### src/rtl/fx_seq_pkg.sv
package fx_seq_pkg;
  typedef enum logic [3:0] {
    ST_REST  = 4'b0001,
    ST_FETCH = 4'b0010,
    ST_EXEC  = 4'b0100,
    ST_HALT  = 4'b1000
  } fx_state_e;
endpackage

### src/rtl/fx_stall_watchdog.sv
module fx_stall_watchdog #(
  parameter int TIMEOUT_CYCLES = 16
) (
  input  logic clk,
  input  logic rst_n,
  input  logic armed,
  input  logic hit,
  output logic expired
);
  localparam int CW = (TIMEOUT_CYCLES < 2) ? 1 : $clog2(TIMEOUT_CYCLES);
  localparam logic [CW-1:0] LIMIT = CW'(TIMEOUT_CYCLES - 1);

  logic [CW-1:0] count_q;

  assign expired = armed && (count_q == LIMIT);

  always_ff @(posedge clk or negedge rst_n) begin
    if (!rst_n)                  count_q <= '0;
    else if (!armed)             count_q <= '0;
    else if (!hit && !expired)   count_q <= count_q + 1'b1;
  end

  // Count never passes the limit while armed
  assert_count_bound_R4: assert property (@(posedge clk) disable iff (!rst_n)
    count_q <= LIMIT);
  // Count is back at zero after any unarmed cycle
  assert_count_restart_R9: assert property (@(posedge clk) disable iff (!rst_n)
    !armed |=> count_q == '0);
endmodule

### src/rtl/fx_operand_latch.sv
module fx_operand_latch #(
  parameter int DATA_WIDTH = 32
) (
  input  logic                  clk,
  input  logic                  rst_n,
  input  logic                  load,
  input  logic [DATA_WIDTH-1:0] din,
  input  logic                  show,
  output logic [DATA_WIDTH-1:0] dout
);
  logic [DATA_WIDTH-1:0] word_q;

  always_ff @(posedge clk or negedge rst_n) begin
    if (!rst_n)    word_q <= '0;
    else if (load) word_q <= din;
  end

  assign dout = show ? word_q : '0;

  assert_hidden_zero_R7: assert property (@(posedge clk) disable iff (!rst_n)
    !show |-> dout == '0);
endmodule

### src/rtl/fx_sequencer.sv
module fx_sequencer
  import fx_seq_pkg::*;
#(
  parameter int DATA_WIDTH     = 32,
  parameter int TIMEOUT_CYCLES = 16
) (
  input  logic                  clk,
  input  logic                  rst_n,
  input  logic                  start,
  input  logic                  fetch_valid,
  input  logic [DATA_WIDTH-1:0] fetch_data,
  output logic                  mem_read,
  output logic                  alu_enable,
  output logic                  halt,
  output logic                  done,
  output logic                  error,
  output logic [DATA_WIDTH-1:0] exec_data
);
  fx_state_e state_q, state_d;
  logic      in_fetch, in_exec, in_halt, stall_hit, take_word;

  assign in_fetch  = (state_q == ST_FETCH);
  assign in_exec   = (state_q == ST_EXEC);
  assign in_halt   = (state_q == ST_HALT);
  assign take_word = in_fetch && fetch_valid;

  fx_stall_watchdog #(.TIMEOUT_CYCLES(TIMEOUT_CYCLES)) u_watchdog (
    .clk     (clk),
    .rst_n   (rst_n),
    .armed   (in_fetch),
    .hit     (fetch_valid),
    .expired (stall_hit)
  );

  fx_operand_latch #(.DATA_WIDTH(DATA_WIDTH)) u_latch (
    .clk   (clk),
    .rst_n (rst_n),
    .load  (take_word),
    .din   (fetch_data),
    .show  (in_exec),
    .dout  (exec_data)
  );

  always_comb begin
    state_d = state_q;
    unique case (state_q)
      ST_REST:  if (start) state_d = ST_FETCH;
      ST_FETCH: begin
        if (fetch_valid)    state_d = ST_EXEC;
        else if (stall_hit) state_d = ST_HALT;
      end
      ST_EXEC:  state_d = ST_REST;
      ST_HALT:  if (!start) state_d = ST_REST;
      default:  state_d = ST_REST;
    endcase
  end

  always_ff @(posedge clk or negedge rst_n) begin
    if (!rst_n) state_q <= ST_REST;
    else        state_q <= state_d;
  end

  assign mem_read   = in_fetch;
  assign alu_enable = in_exec;
  assign done       = in_exec;
  assign halt       = in_halt;
  assign error      = in_halt || (in_fetch && stall_hit && !fetch_valid);

  assert_onehot_R2: assert property (@(posedge clk) disable iff (!rst_n)
    $countones(state_q) == 1);
  assert_start_fetch_R2: assert property (@(posedge clk) disable iff (!rst_n)
    (!mem_read && !alu_enable && !halt && start) |=> mem_read);
  assert_accept_R3: assert property (@(posedge clk) disable iff (!rst_n)
    (mem_read && fetch_valid) |=> alu_enable);
  assert_stall_halt_R4: assert property (@(posedge clk) disable iff (!rst_n)
    (mem_read && error) |=> halt);
  assert_valid_wins_R5: assert property (@(posedge clk) disable iff (!rst_n)
    (mem_read && fetch_valid) |-> !error);
  assert_exec_once_R6: assert property (@(posedge clk) disable iff (!rst_n)
    done |=> (!done && !mem_read && !halt));
  assert_exec_data_R7: assert property (@(posedge clk) disable iff (!rst_n)
    alu_enable |-> exec_data == $past(fetch_data));
  assert_halt_hold_R8: assert property (@(posedge clk) disable iff (!rst_n)
    (halt && start) |=> (halt && error));
  assert_halt_leave_R8: assert property (@(posedge clk) disable iff (!rst_n)
    (halt && !start) |=> (!halt && !mem_read));
endmodule

### config.mk
export PLATFORM = sky130hd
export DESIGN_NAME = fx_sequencer
export DESIGN_NICKNAME = d
export VERILOG_FILES = /design/src/rtl/fx_seq_pkg.sv /design/src/rtl/fx_stall_watchdog.sv /design/src/rtl/fx_operand_latch.sv /design/src/rtl/fx_sequencer.sv
export SDC_FILE = /design/constraint.sdc
export NUM_CORES = 1
export LEC_CHECK = 0
export BUFFER_PORTS_ARGS = -buffer_cell sky130_fd_sc_hd__buf_4
export CORE_MARGIN = 2
export CORE_UTILIZATION = 40
export DETAILED_ROUTE_END_ITERATION = 6
export PLACE_DENSITY = 0.68
export SLEW_MARGIN = 20
export SYNTH_ARGS = -nofsm -noshare
export SYNTH_HDL_FRONTEND = slang
export SYNTH_SLANG_ARGS = --single-unit
export TNS_END_PERCENT = 5
### constraint.sdc
create_clock -name clk -period 2.34 [get_ports clk]
set_input_delay 0.468 -clock clk [delete_from_list [all_inputs] [get_ports clk]]
set_output_delay 0.468 -clock clk [all_outputs]
set_load 0.01 [all_outputs]
# --- Word level (Yosys, flattened, before mapping) ---
# Cells that the tools add are included.
classes:
  n_addsub: 1
  eq_ne: 9
  n_mux: 8
  n_reduce_logical: 9
op_table:
  columns: ["cell", "n"]
  rows:
  - ["$mux 32", 1]
  - ["$mux 4", 6]
  - ["$pmux 4 s3", 1]
  - ["$eq 4x4->1 const B", 2]
  - ["$logic_and 1x1->1", 5]
  - ["$add 4x1->4 const B", 1]
  - ["$eq 4x1->1 const B", 1]
  - ["$eq 4x2->1 const B", 1]
  - ["$eq 4x3->1 const B", 1]
  - ["$ne 2x2->1 const B", 2]
  - ["$ne 3x2->1 const B", 1]
  - ["$reduce_and 3->1", 1]
  - ["$logic_not 1->1", 2]
  - ["$ne 2x1->1 const B", 1]
  - ["$logic_or 1x1->1", 1]
totals:
  regBits: 40
  in_bits: 36
  output_inout_bits: 37
  elab_cells: 30

# --- Logic depth before layout (Yosys ltp) ---
depth:
  depth_word: 6
  ltp_mapped: 6
  mapped_depth_nobuf: 5

# --- By module ---
# A second synthesis with hierarchy kept.
hier_totals:
  hier_cells: 147
  hier_area_um2: 2037.0
by_module_without_submodules:
  columns: ["mod", "instances", "cells_each", "area_each_um2", "seq_area_each_um2"]
  rows:
  - ["fx_operand_latch", 1, 103, 1556.5, 800.8]
  - ["fx_sequencer", 1, 22, 256.5, 101.3]
  - ["fx_stall_watchdog", 1, 22, 224.0, 100.1]

# --- Worst setup path after synthesis ---
# OpenSTA, ideal clock, no wires.
synth_path:
  kind: "register -> output"
  from: "reg state_q[1]"
  to: "out exec_data[0]"
  t_arrival_ns: 1.492
  t_required_ns: 1.872
  slack_ns: 0.380
  path_stages_with_launch: 4
  cell_sequence: "dfrtp_1 nor4b_1 clkbuf_1 and2_1"
synth_between:
  elab_chain_cells: 2
synth_rtl:
  columns: ["item", "line", "source"]
  rows:
  - ["start: declaration", "fx_sequencer.sv:19", "fx_state_e state_q, state_d;"]
  - ["start signal: assignment", "fx_sequencer.sv:60", "else state_q <= state_d;"]
  - ["$eq 4x3->1", "fx_sequencer.sv:23", "assign in_exec = (state_q == ST_EXEC);"]
  - ["net alu_enable", "fx_sequencer.sv:13", "output logic alu_enable,"]
  - ["$mux 32", "fx_operand_latch.sv:18", "assign dout = show ? word_q : '0;"]
  - ["end: declaration", "fx_sequencer.sv:17", "output logic [DATA_WIDTH-1:0] exec_data"]
# The timed path passes the listed nets, and every way through them passes these cells.

# --- Final worst setup path ---
layout_path:
  from: "reg state_q[1]"
  to: "out error"
layout_between:
  elab_chain_cells: 5
  word_cells_on_any_way: 6
layout_rtl:
  columns: ["item", "line", "source"]
  rows:
  - ["$eq 4x2->1", "fx_sequencer.sv:22", "assign in_fetch = (state_q == ST_FETCH);"]
  - ["$logic_and 1x1->1", "fx_stall_watchdog.sv:15", "assign expired = armed && (count_q == LIMIT);"]
  - ["$logic_and 1x1->1 (2 in a row)", "fx_sequencer.sv:67", "assign error = in_halt || (in_fetch && stall_hit && !fetch_valid);"]
  - ["$logic_or 1x1->1 *", "fx_sequencer.sv:67", null]
  - ["end: declaration", "fx_sequencer.sv:16", "output logic error,"]
# Every way passes the cells marked *; elsewhere a longest branch is shown, timed or not.

==> metrics.cfg <==
[status]
outcome = finished, final reports clean

[critical_path]
arrival_ns = 1.70
start_kind = flop
crit_path_top_delay_cell = or4_4
cp_max_fo = 5
crit_start = state_q[1]$_DFFE_PN0P_
slowest_delay_ns = 0.57
rrSetupSlack_ns = 0.35
cp_cell_sequence = inv_2 -> or4_4 -> inv_6 -> nand4_1 -> nand2b_1 -> buf_4
r2r_start = state_q[1]$_DFFE_PN0P_
worst-path-buf-inv = 3
crit_family = simple AND/OR/NAND/NOR gates
crit_cells = 6
required_ns = 1.87
r2r-end = u_latch.word_q[6]$_DFFE_PN0P_
critPathCapture = error
ff2ff_path_depth = 6
cp-end-kind = primary output
path_class = reg2out

[place]
post-place-ws_ns = 0.373
dpl.hpwl_um = 2660
dp.cells = 278
placed_cell_area_um2 = 2550
portBuffers = 72
gp_congestion = 0.791

[clock_tree]
htree_levels = 2
cts_tree = yes
clock_path_buffers = 2
worstSkewPairLatency_ns = 0.28
cts_buffers = 5
path_clk_slew_ns = 0.08
cts.sinks = 40
cts_hold_buf = 0
root_buffer = clkbuf_8

[routing]
avgViaCountPerCell = 4.60
drc_errors = 0
drtIter0Drc = 92
wl_per_cell_um = 13.4
ant_nets = 0
num_vias = 1321
drt_wl_total_um = 3850
drtPass1Iterations = 4

[power]
p_leak_nw = 1.42
finalPower_w = 0.00247
p_sw_w = 0.000594
ir_drop_mv = 0.421
power-per-cell-area_nw_per_um2 = 920
p_int_w = 0.00187
pwr-share-clk = 0.246
p_seq_frac = 0.467
p_comb_frac = 0.287
p_sw_frac = 0.241

[sta]
rsz0062_at_grt = no
slew_headroom = 0.615
setup_tns_ns = 0
skew_ns = 0.00565
fin_crit_sh = 0.928
finalHoldViolations = 0
fmax_ghz = 0.460
setup_viol = 0
period_minus_slack_ns = 2.17
finalMaxSlewViolations = 0
timing.final.ws_setup_ns = 0.168
worst_pin_slew_ns = 0.570

[cells_and_area]
antenna_cells = 0
stdcell_area_um2 = 2680
fin_cells = 287
final_common_cell = buf_4
layout_common_cells = buf_4, dfrtp_1, and2_1, mux2_4, clkbuf_8
area_growth_pct = 35.4
fin_nets = 256
drive_gt1_frac = 0.559

[floorplan]
start_util = 0.417
die_w_um = 74.4
io_pins = 73
chipHeight_um = 74.4
die_area_um2 = 5530
core_um2 = 4750
row_count = 25

[logic_synthesis]
ys_types = 31
ys_seq_area_frac = 0.506
synthArstFlopShare = 1.00
ys_ff_latch = 40
yosysWarnings = 0
avgSynthCellArea_um2 = 13.8
synthFlopType = dfrtp_1
synthesis.area_um2 = 1980
syn-num-nets = 181
synth_edf_count = 0
postSynthCellCount = 144

[grt]
grtUsageTotal = 0.140
grt_pass1_wl_um = 5830
grt_max_degree = 41
grt_pass1_vias = 1218
antenna_found_initial = 0
grt_overflow_total = 0

[worst_hold_path]
hold_path.class = in2async

[job]
cap_violations = 0

==> Yosys cell counts (all sizes together) (2+ instances only) <==
cell type   n  area share
a211oi      2      0.0076
a31oi       2      0.0063
and2       32        0.10
buf         4       0.034
clkbuf      3      0.0057
dfrtp      39        0.49
inv         3      0.0082
mux2       32        0.24
nand2       5       0.018
nand3       2      0.0051
nand4       2      0.0063
nor2        2      0.0038
nor2b       2      0.0063
nor4b       2      0.0088
==> worst reg2reg max path: stages, from the launching register on <==
cell and delay, ns:
dfrtp_2 0.41, inv_2 0.06, or4_4 0.57, inv_6 0.07, buf_4 0.16, nand2_8 0.22
mux2_4 0.39
==> layer usage <==
layer,up-vias,part of all wire,GRT usage
met4,0,0.0036,0.0595
met2,40,0.49,0.224
met3,2,0.047,0.0339
met5,-,0,0
li1,636,-,-
met1,643,0.45,0.182
==> kinds of logic after synthesis <==
logic type               after synthesis  share of synthesized area
buffers and inverters                 10                     0.0480
AO/OA/AOI/OAI                          5                     0.0164
XOR/XNOR                               2                    0.00885
AND/OR/NAND/NOR                       53                      0.172
multiplexers                          33                      0.242
flip-flops                            40                      0.506
adder cells (fa/ha/maj)                1                    0.00632
==> flip-flops by register name, indices dropped and copies added, names as in the netlist <==
signal and cells:
state_q 4, u_watchdog.count_q 4, u_latch.word_q 32
==> power by group through the flow <==
stage / Combinational, W / Clock [W] / Sequential, W
6_report: 0.000708 / 0.000606 / 0.00115
4_1_cts: 0.000711 / 0.000628 / 0.00115
5_1_grt: 0.000759 / 0.000655 / 0.00120
3_3_place_gp: 0.000696 / 0 / 0.00115
2_1_floorplan: 0.000598 / 0 / 0.00111
3_5_place_dp: 0.000709 / 0 / 0.00116
==> through the flow <==
| step | hold WS, ns | utilization |
|---|---|---|
| after floorplan | 0.172 | - |
| after global placement | 0.476 | 0.536 |
| after detailed placement | 0.475 | 0.536 |
| after CTS | 0.161 | 0.562 |
| after global routing | 0.174 | 0.564 |
| final | 0.139 | 0.564 |
==> worst min-delay path by stage <==
stage	from	slack, ns	to
final	rst_n	0.14	u_latch.word_q[10]$_DFFE_PN0P_
after floorplan	rst_n	0.17	state_q[1]$_DFFE_PN0P_
after detailed placement	rst_n	0.48	u_latch.word_q[10]$_DFFE_PN0P_
after CTS	rst_n	0.16	u_latch.word_q[10]$_DFFE_PN0P_
after global routing	rst_n	0.17	u_latch.word_q[10]$_DFFE_PN0P_
after global placement	rst_n	0.48	u_latch.word_q[10]$_DFFE_PN0P_
==> cell type report <==
cell class | instances | area (um^2)
clock buffers | 7 | 96.3
clock inverters | 1 | 30.0
fillers | 446 | 2070
inverters | 3 | 16.3
multi-input cells | 94 | 890
flip-flops and latches | 40 | 1000
well taps | 67 | 83.8
repair buffers | 75 | 563
==> what timing repair did <==
item | 4_1_cts | 5_1_grt
resized for setup | 0 | 1
setup endpoints to repair | 0 | 1
setup buffers | 0 | 1
No activity file was read; power rests on OpenSTA's default activity.
